### src/rtl/ipi_match_pkg.sv
package ipi_match_pkg;

    localparam int REG_W = 32;
    localparam int ID_W  = 8;
    localparam int NIB_W = ID_W / 2;
    localparam int ID_LSB = REG_W - ID_W;

    localparam logic [3:0] FMT_FLAT    = 4'hF;
    localparam logic [3:0] FMT_CLUSTER = 4'h0;
    localparam logic [ID_W-1:0] BCAST_ID = '1;

    localparam int PEND_BIT = 12;

    typedef enum logic [1:0] {
        SH_NONE    = 2'b00,
        SH_SELF    = 2'b01,
        SH_ALL_INC = 2'b10,
        SH_ALL_EXC = 2'b11
    } shorthand_e;

    typedef struct packed {
        logic [7:0]      vector;
        logic [2:0]      dlv_mode;
        logic            dest_mode;
        logic            level;
        logic            trigger;
        logic [1:0]      shorthand;
        logic [ID_W-1:0] dest_id;
    } cmd_fields_t;

    function automatic logic [ID_W-1:0] top_byte(input logic [REG_W-1:0] r);
        return r[REG_W-1 -: ID_W];
    endfunction

    function automatic logic flat_hit(input logic [ID_W-1:0] lid,
                                      input logic [ID_W-1:0] dst);
        return |(lid & dst);
    endfunction

    function automatic logic cluster_hit(input logic [ID_W-1:0] lid,
                                         input logic [ID_W-1:0] dst);
        return (lid[ID_W-1 -: NIB_W] == dst[ID_W-1 -: NIB_W]) &&
               (|(lid[NIB_W-1:0] & dst[NIB_W-1:0]));
    endfunction

endpackage

### src/rtl/ipi_cmd_regs.sv
module ipi_cmd_regs
    import ipi_match_pkg::*;
(
    input  logic             clk,
    input  logic             rst,
    input  logic             wr_lo,
    input  logic             wr_hi,
    input  logic [REG_W-1:0] wr_data,
    output logic [REG_W-1:0] lo_q,
    output logic [REG_W-1:0] hi_q,
    output logic             send_q
);

    localparam logic [REG_W-1:0] HI_KEEP = {{ID_W{1'b1}}, {ID_LSB{1'b0}}};
    localparam logic [REG_W-1:0] LO_KEEP = ~(REG_W'(1) << PEND_BIT);

    always_ff @(posedge clk) begin
        if (rst) begin
            lo_q   <= '0;
            hi_q   <= '0;
            send_q <= 1'b0;
        end else begin
            send_q <= wr_lo;
            if (wr_lo) lo_q <= wr_data & LO_KEEP;
            if (wr_hi) hi_q <= wr_data & HI_KEEP;
        end
    end

    // destination byte captured, rest zero
    a_r9_hi_mask: assert property (@(posedge clk) disable iff (rst)
        wr_hi |=> (hi_q[REG_W-1 -: ID_W] == $past(wr_data[REG_W-1 -: ID_W]))
                  && (hi_q[ID_LSB-1:0] == '0));

    // pending bit never survives a low write
    a_r10_pend_clear: assert property (@(posedge clk) disable iff (rst)
        wr_lo |=> !lo_q[PEND_BIT]);

    // strobe follows a low write
    a_r10_send_pulse: assert property (@(posedge clk) disable iff (rst)
        wr_lo |=> send_q);

    // no strobe without a low write
    a_r10_no_spurious: assert property (@(posedge clk) disable iff (rst)
        !wr_lo |=> !send_q);

endmodule

### src/rtl/ipi_field_split.sv
module ipi_field_split
    import ipi_match_pkg::*;
(
    input  logic [REG_W-1:0] lo,
    input  logic [REG_W-1:0] hi,
    output cmd_fields_t      fields
);

    always_comb begin
        fields.vector    = lo[7:0];
        fields.dlv_mode  = lo[10:8];
        fields.dest_mode = lo[11];
        fields.level     = lo[14];
        fields.trigger   = lo[15];
        fields.shorthand = lo[19:18];
        fields.dest_id   = top_byte(hi);
    end

endmodule

### src/rtl/ipi_dest_match.sv
module ipi_dest_match
    import ipi_match_pkg::*;
(
    input  logic             clk,
    input  logic             rst,
    input  logic [REG_W-1:0] id_reg,
    input  logic [REG_W-1:0] ldr_reg,
    input  logic [REG_W-1:0] dfr_reg,
    input  logic [ID_W-1:0]  dest,
    input  logic             logical,
    input  shorthand_e       sh,
    input  logic             is_sender,
    output logic             hit,
    output logic             err
);

    logic [ID_W-1:0] local_id;
    logic [ID_W-1:0] logical_id;
    logic [3:0]      fmt;
    logic            phys_hit;
    logic            logic_hit;
    logic            is_flat;
    logic            is_cluster;

    assign local_id   = top_byte(id_reg);
    assign logical_id = top_byte(ldr_reg);
    assign fmt        = dfr_reg[REG_W-1 -: 4];
    assign is_flat    = (fmt == FMT_FLAT);
    assign is_cluster = (fmt == FMT_CLUSTER);
    assign err        = !(is_flat || is_cluster);

    assign phys_hit = (dest == BCAST_ID) || (dest == local_id);

    always_comb begin
        logic_hit = 1'b0;
        if (is_flat)
            logic_hit = flat_hit(logical_id, dest);
        else if (is_cluster)
            logic_hit = cluster_hit(logical_id, dest);
    end

    always_comb begin
        unique case (sh)
            SH_NONE:    hit = logical ? logic_hit : phys_hit;
            SH_SELF:    hit = is_sender;
            SH_ALL_INC: hit = 1'b1;
            SH_ALL_EXC: hit = !is_sender;
            default:    hit = 1'b0;
        endcase
    end

    a_r7_all_inc: assert property (@(posedge clk) disable iff (rst)
        (sh == SH_ALL_INC) |-> hit);

    a_r6_self_only: assert property (@(posedge clk) disable iff (rst)
        (sh == SH_SELF) |-> (hit == is_sender));

    a_r8_all_exc: assert property (@(posedge clk) disable iff (rst)
        (sh == SH_ALL_EXC) |-> (hit != is_sender));

    a_r2_bcast: assert property (@(posedge clk) disable iff (rst)
        (sh == SH_NONE && !logical && dest == BCAST_ID) |-> hit);

    a_r5_bad_fmt: assert property (@(posedge clk) disable iff (rst)
        (sh == SH_NONE && logical && err) |-> !hit);

endmodule

### src/rtl/ipi_target_match.sv
module ipi_target_match
    import ipi_match_pkg::*;
(
    input  logic        clk,
    input  logic        rst,
    input  logic        wr_lo,
    input  logic        wr_hi,
    input  logic [31:0] wr_data,
    input  logic [31:0] id_reg,
    input  logic [31:0] ldr_reg,
    input  logic [31:0] dfr_reg,
    input  logic [7:0]  msg_dest,
    input  logic        msg_logical,
    input  logic [1:0]  msg_shorthand,
    input  logic        is_sender,
    output logic        match,
    output logic        fmt_err,
    output logic [31:0] cmd_lo_q,
    output logic [31:0] cmd_hi_q,
    output logic        send_pulse,
    output logic [7:0]  f_vector,
    output logic [2:0]  f_dlv_mode,
    output logic        f_dest_mode,
    output logic        f_level,
    output logic        f_trigger,
    output logic [1:0]  f_shorthand,
    output logic [7:0]  f_dest_id
);

    cmd_fields_t fields;
    shorthand_e  sh;

    assign sh = shorthand_e'(msg_shorthand);

    ipi_cmd_regs u_regs (
        .clk     (clk),
        .rst     (rst),
        .wr_lo   (wr_lo),
        .wr_hi   (wr_hi),
        .wr_data (wr_data),
        .lo_q    (cmd_lo_q),
        .hi_q    (cmd_hi_q),
        .send_q  (send_pulse)
    );

    ipi_field_split u_split (
        .lo     (cmd_lo_q),
        .hi     (cmd_hi_q),
        .fields (fields)
    );

    ipi_dest_match u_match (
        .clk       (clk),
        .rst       (rst),
        .id_reg    (id_reg),
        .ldr_reg   (ldr_reg),
        .dfr_reg   (dfr_reg),
        .dest      (msg_dest),
        .logical   (msg_logical),
        .sh        (sh),
        .is_sender (is_sender),
        .hit       (match),
        .err       (fmt_err)
    );

    assign f_vector    = fields.vector;
    assign f_dlv_mode  = fields.dlv_mode;
    assign f_dest_mode = fields.dest_mode;
    assign f_level     = fields.level;
    assign f_trigger   = fields.trigger;
    assign f_shorthand = fields.shorthand;
    assign f_dest_id   = fields.dest_id;

endmodule

### config.mk
export PLATFORM = sky130hd
export DESIGN_NAME = ipi_target_match
export DESIGN_NICKNAME = d
export VERILOG_FILES = /design/src/rtl/ipi_match_pkg.sv /design/src/rtl/ipi_cmd_regs.sv /design/src/rtl/ipi_field_split.sv /design/src/rtl/ipi_dest_match.sv /design/src/rtl/ipi_target_match.sv
export SDC_FILE = /design/constraint.sdc
export NUM_CORES = 1
export LEC_CHECK = 0
export ABC_AREA = 1
export CAP_MARGIN = 15
export CORE_MARGIN = 1
export CORE_UTILIZATION = 28
export CTS_BUF_LIST = sky130_fd_sc_hd__clkbuf_8
export CTS_CLUSTER_DIAMETER = 30
export DETAILED_ROUTE_END_ITERATION = 8
export PLACE_DENSITY_LB_ADDON = 0.08
export SYNTH_ARGS = -nofsm -noshare
export SYNTH_HDL_FRONTEND = slang
export SYNTH_HIERARCHICAL = 1
export SYNTH_SLANG_ARGS = --single-unit
export TNS_END_PERCENT = 30
### constraint.sdc
create_clock -name clk -period 0.99 [get_ports clk]
set_clock_uncertainty 0.2 [all_clocks]
set_input_delay 0.099 -clock clk [delete_from_list [all_inputs] [get_ports clk]]
set_output_delay 0.099 -clock clk [all_outputs]
set_load 0.01 [all_outputs]
==> metrics.cfg <==
[outcome]
outcome=finished with violations
violations=setup timing

[setup_path]
highest_fanout_seen_on_the_critical_path=2
cp.arrival_ns=1.04
kind_of_end_point_of_the_critical_path=output pin
crit_required_ns=0.69
start_kind=input port
crit_type=in2out

[routing]
vias_per_cell=3.92
drt-pass1-iter-count=4
finalWirelength_mm=5.84
antenna_left=0
drt_first_iter_violations=53
drc_violation_count_after_routing=0
mean_routed_wirelength_per_cell_um=9.87
num_vias=2316

[synth]
post_synth.cell_area_avg_sq_um=6.55
postSynth.asyncResetShare_pct=0
synthesis.yosys.warnings=6
synthCells=372
ys_types=20
synth_top_cells_by_area=dfxtp_1 33%, nand2_1 17%, buf_4 15%
synth_area_sq_um=2430
cell_with_the_most_instances_after_synthesis=nand2_1
synth_enable_flop_cells=0
ys_dominant_reg_cell=dfxtp_1
post_synthesis_sequential_element_count=40
post_synth_most_frequent_cells=108 x nand2_1, 80 x nor2_1, 49 x buf_4
synth_top_area_cell=dfxtp_1
synth_top_cell_area_share_pct=32.9
ys_seq_area_share_pct=32.9

[grt]
first_global_vias=2108
antenna_found_initial=0
wire_length_of_the_first_global_routing_pass_mm=9.32
global_route.overflow_total=0
track_usage_pct=13.0
grt_max_degree=32

[power]
cellLeakagePower_nw=2.05
irDropWorstVdd_v=0.000513
power.combinational.fraction_pct=28.0
power.share.switching_pct=27.2
cell_internal_pwr_mw=3.29
power.switching_mw=1.23
power_per_cell_area_nw_per_um2=1160
power_frac_seq_pct=40.9
power.share.clock_pct=31.1

[floorplanning]
num_io_pins=235
die_width_um=95.3
floorplan.initialDensity_pct=29.3
fp-row-count=33
design.core.area_sq_um=8300
die_area_sq_um=9070
chipHeight_um=95.3

[cts]
cts_inserted_buffers=5
worst_setup_hold_path_clk_slew_ns=0.08
clk_latency_ns=0.28
tritoncts=done
cts_htree_levels=2
root_buffer=clkbuf_8
clk_path_buf_depth=2
clock-sinks=40

[final_layout]
fin_area_sq_um=3880
antennaDiodeCount=0
area_growth_pct=59.3
nNetsFinal=633
layout_cell_share_with_drive_strength_beyond_1_pct=36.6
fin_util_pct=46.7
fillerInstances=838

[flow_run]
cap_violations=0

[placed_design]
gp_routability_congestion=0.716
placement.io_buffers=132
place.detailed.hpwl_mm=4.54
placed_area_sq_um=3670

[worst_hold_path]
hp-class=in2reg

[sta]
hold_viol_final=0
setup-violations-final=65
final_period_minus_worst_setup_slack_ns=1.34
fmax_mhz=748
grt_setup_unrepaired=true
drv_slew=0
finalCritPeriodShare_pct=135
fin_setup_tns_ns=-3.86
final.setup.worst_slack_ns=-0.346

==> sequential cells by signal, summed over array words and instances, names as in the netlist <==
register       cells
u_regs/hi_q        8
u_regs/lo_q       31
u_regs/send_q      1
==> path summary, 6_finish.rpt <==
kind | startpoint | to | slack [ns] | cells after the start
min | wr_lo | u_regs/send_q$_SDFF_PP0_ | 0.05 | 4
max reg2reg | u_regs/hi_q[27]$_SDFFE_PP0P_ | u_regs/hi_q[27]$_SDFFE_PP0P_ | 0.17 | 2
max | msg_dest[5] | match | -0.35 | 10
min reg2reg | u_regs/lo_q[23]$_SDFFE_PP0P_ | u_regs/lo_q[23]$_SDFFE_PP0P_ | 0.28 | 2
==> power groups by stage <==
| stage | Sequential [mW] | Clock, mW | Combinational [mW] |
|---|---|---|---|
| after global placement | 1.83 | 0 | 1.26 |
| final | 1.84 | 1.40 | 1.27 |
| after floorplan | 1.88 | 0 | 0.653 |
| after global routing | 1.86 | 1.54 | 1.41 |
| after detailed placement | 1.83 | 0 | 1.27 |
| after CTS | 1.84 | 1.47 | 1.22 |
==> metal layers <==
| layer | track usage [%] | vias to the layer above | part of all wire, % |
|---|---|---|---|
| li1 | - | 1226 | - |
| met1 | 15.0 | 978 | 41 |
| met2 | 21.1 | 106 | 45 |
| met3 | 6.14 | 6 | 13 |
| met4 | 4.17 | 0 | 1.4 |
| met5 | 0 | - | 0 |
==> stage by stage <==
step                      worst slack, ns  hold WS [ns]  instances  power, mW
after detailed placement            -1.24         0.263        582       3.10
after floorplan                    -0.145       -0.0298        396       2.53
after CTS                          -0.367        0.0470        590       4.53
after global placement              -1.23         0.260        582       3.09
final                              -0.346        0.0451        591       4.51
after global routing               -0.420        0.0526        591       4.81
==> cells in the final DEF (no fill, tap or decap), types with 2 or more instances in the layout <==
cell type / n
dfxtp_4: 2
nor2_2: 11
nand2_2: 13
buf_12: 5
dfxtp_2: 37
nand2_1: 105
nor2_4: 3
clkdlybuf4s50_1: 35
inv_2: 5
inv_1: 41
clkdlybuf4s15_1: 2
ha_4: 4
nor2_1: 77
buf_6: 62
clkbuf_8: 6
a21oi_1: 2
clkbuf_2: 2
dlymetal6s2s_1: 2
dlygate4sd2_1: 12
buf_2: 16
xnor2_1: 2
conb_1: 25
buf_4: 6
==> area by class of cell <==
| class | instances | area, sq um | area share (%) |
|---|---|---|---|
| Clock buffer | 6 | 82.6 | 2.13 |
| Clock inverter | 2 | 38.8 | 1.00 |
| Inverter | 46 | 173 | 4.45 |
| Multi-Input combinational cell | 248 | 1140 | 29.4 |
| Sequential cell | 40 | 855 | 22.0 |
| Tap cell | 105 | 131 | 3.39 |
| Timing Repair Buffer | 144 | 1460 | 37.6 |
==> logic make-up (layout without fill, tap and decap cells) <==
kind of cell             Yosys count  count (layout)  synth area share, %
AO/OA/AOI/OAI                      3               3                0.771
XOR/XNOR                           3               3                 1.08
adder cells (fa/ha/maj)            4               4                 2.06
buffers and inverters            108             198                 27.6
flip-flops                        40              40                 32.9
other                              1              25                0.154
AND/OR/NAND/NOR                  213             213                 35.5
==> worst max-delay path, stage by stage <==
cell and delay, ns:
buf_2 0.12, ha_4 0.21, nor2_4 0.10, nand2_2 0.05, o21ai_2 0.10, nand2_1 0.06, nand2_1 0.05, nand3_1 0.08
nand2_2 0.07, buf_6 0.09
==> what timing repair did <==
item,CTS,global route
endpoints found under the hold margin,0,1
hold buffers,0,1
gates resized for setup,423,30
pin swaps,22,11
setup buffers,0,0
endpoints found under the setup margin,66,73
cloned,0,0
Power figures use the tool's default switching activity.
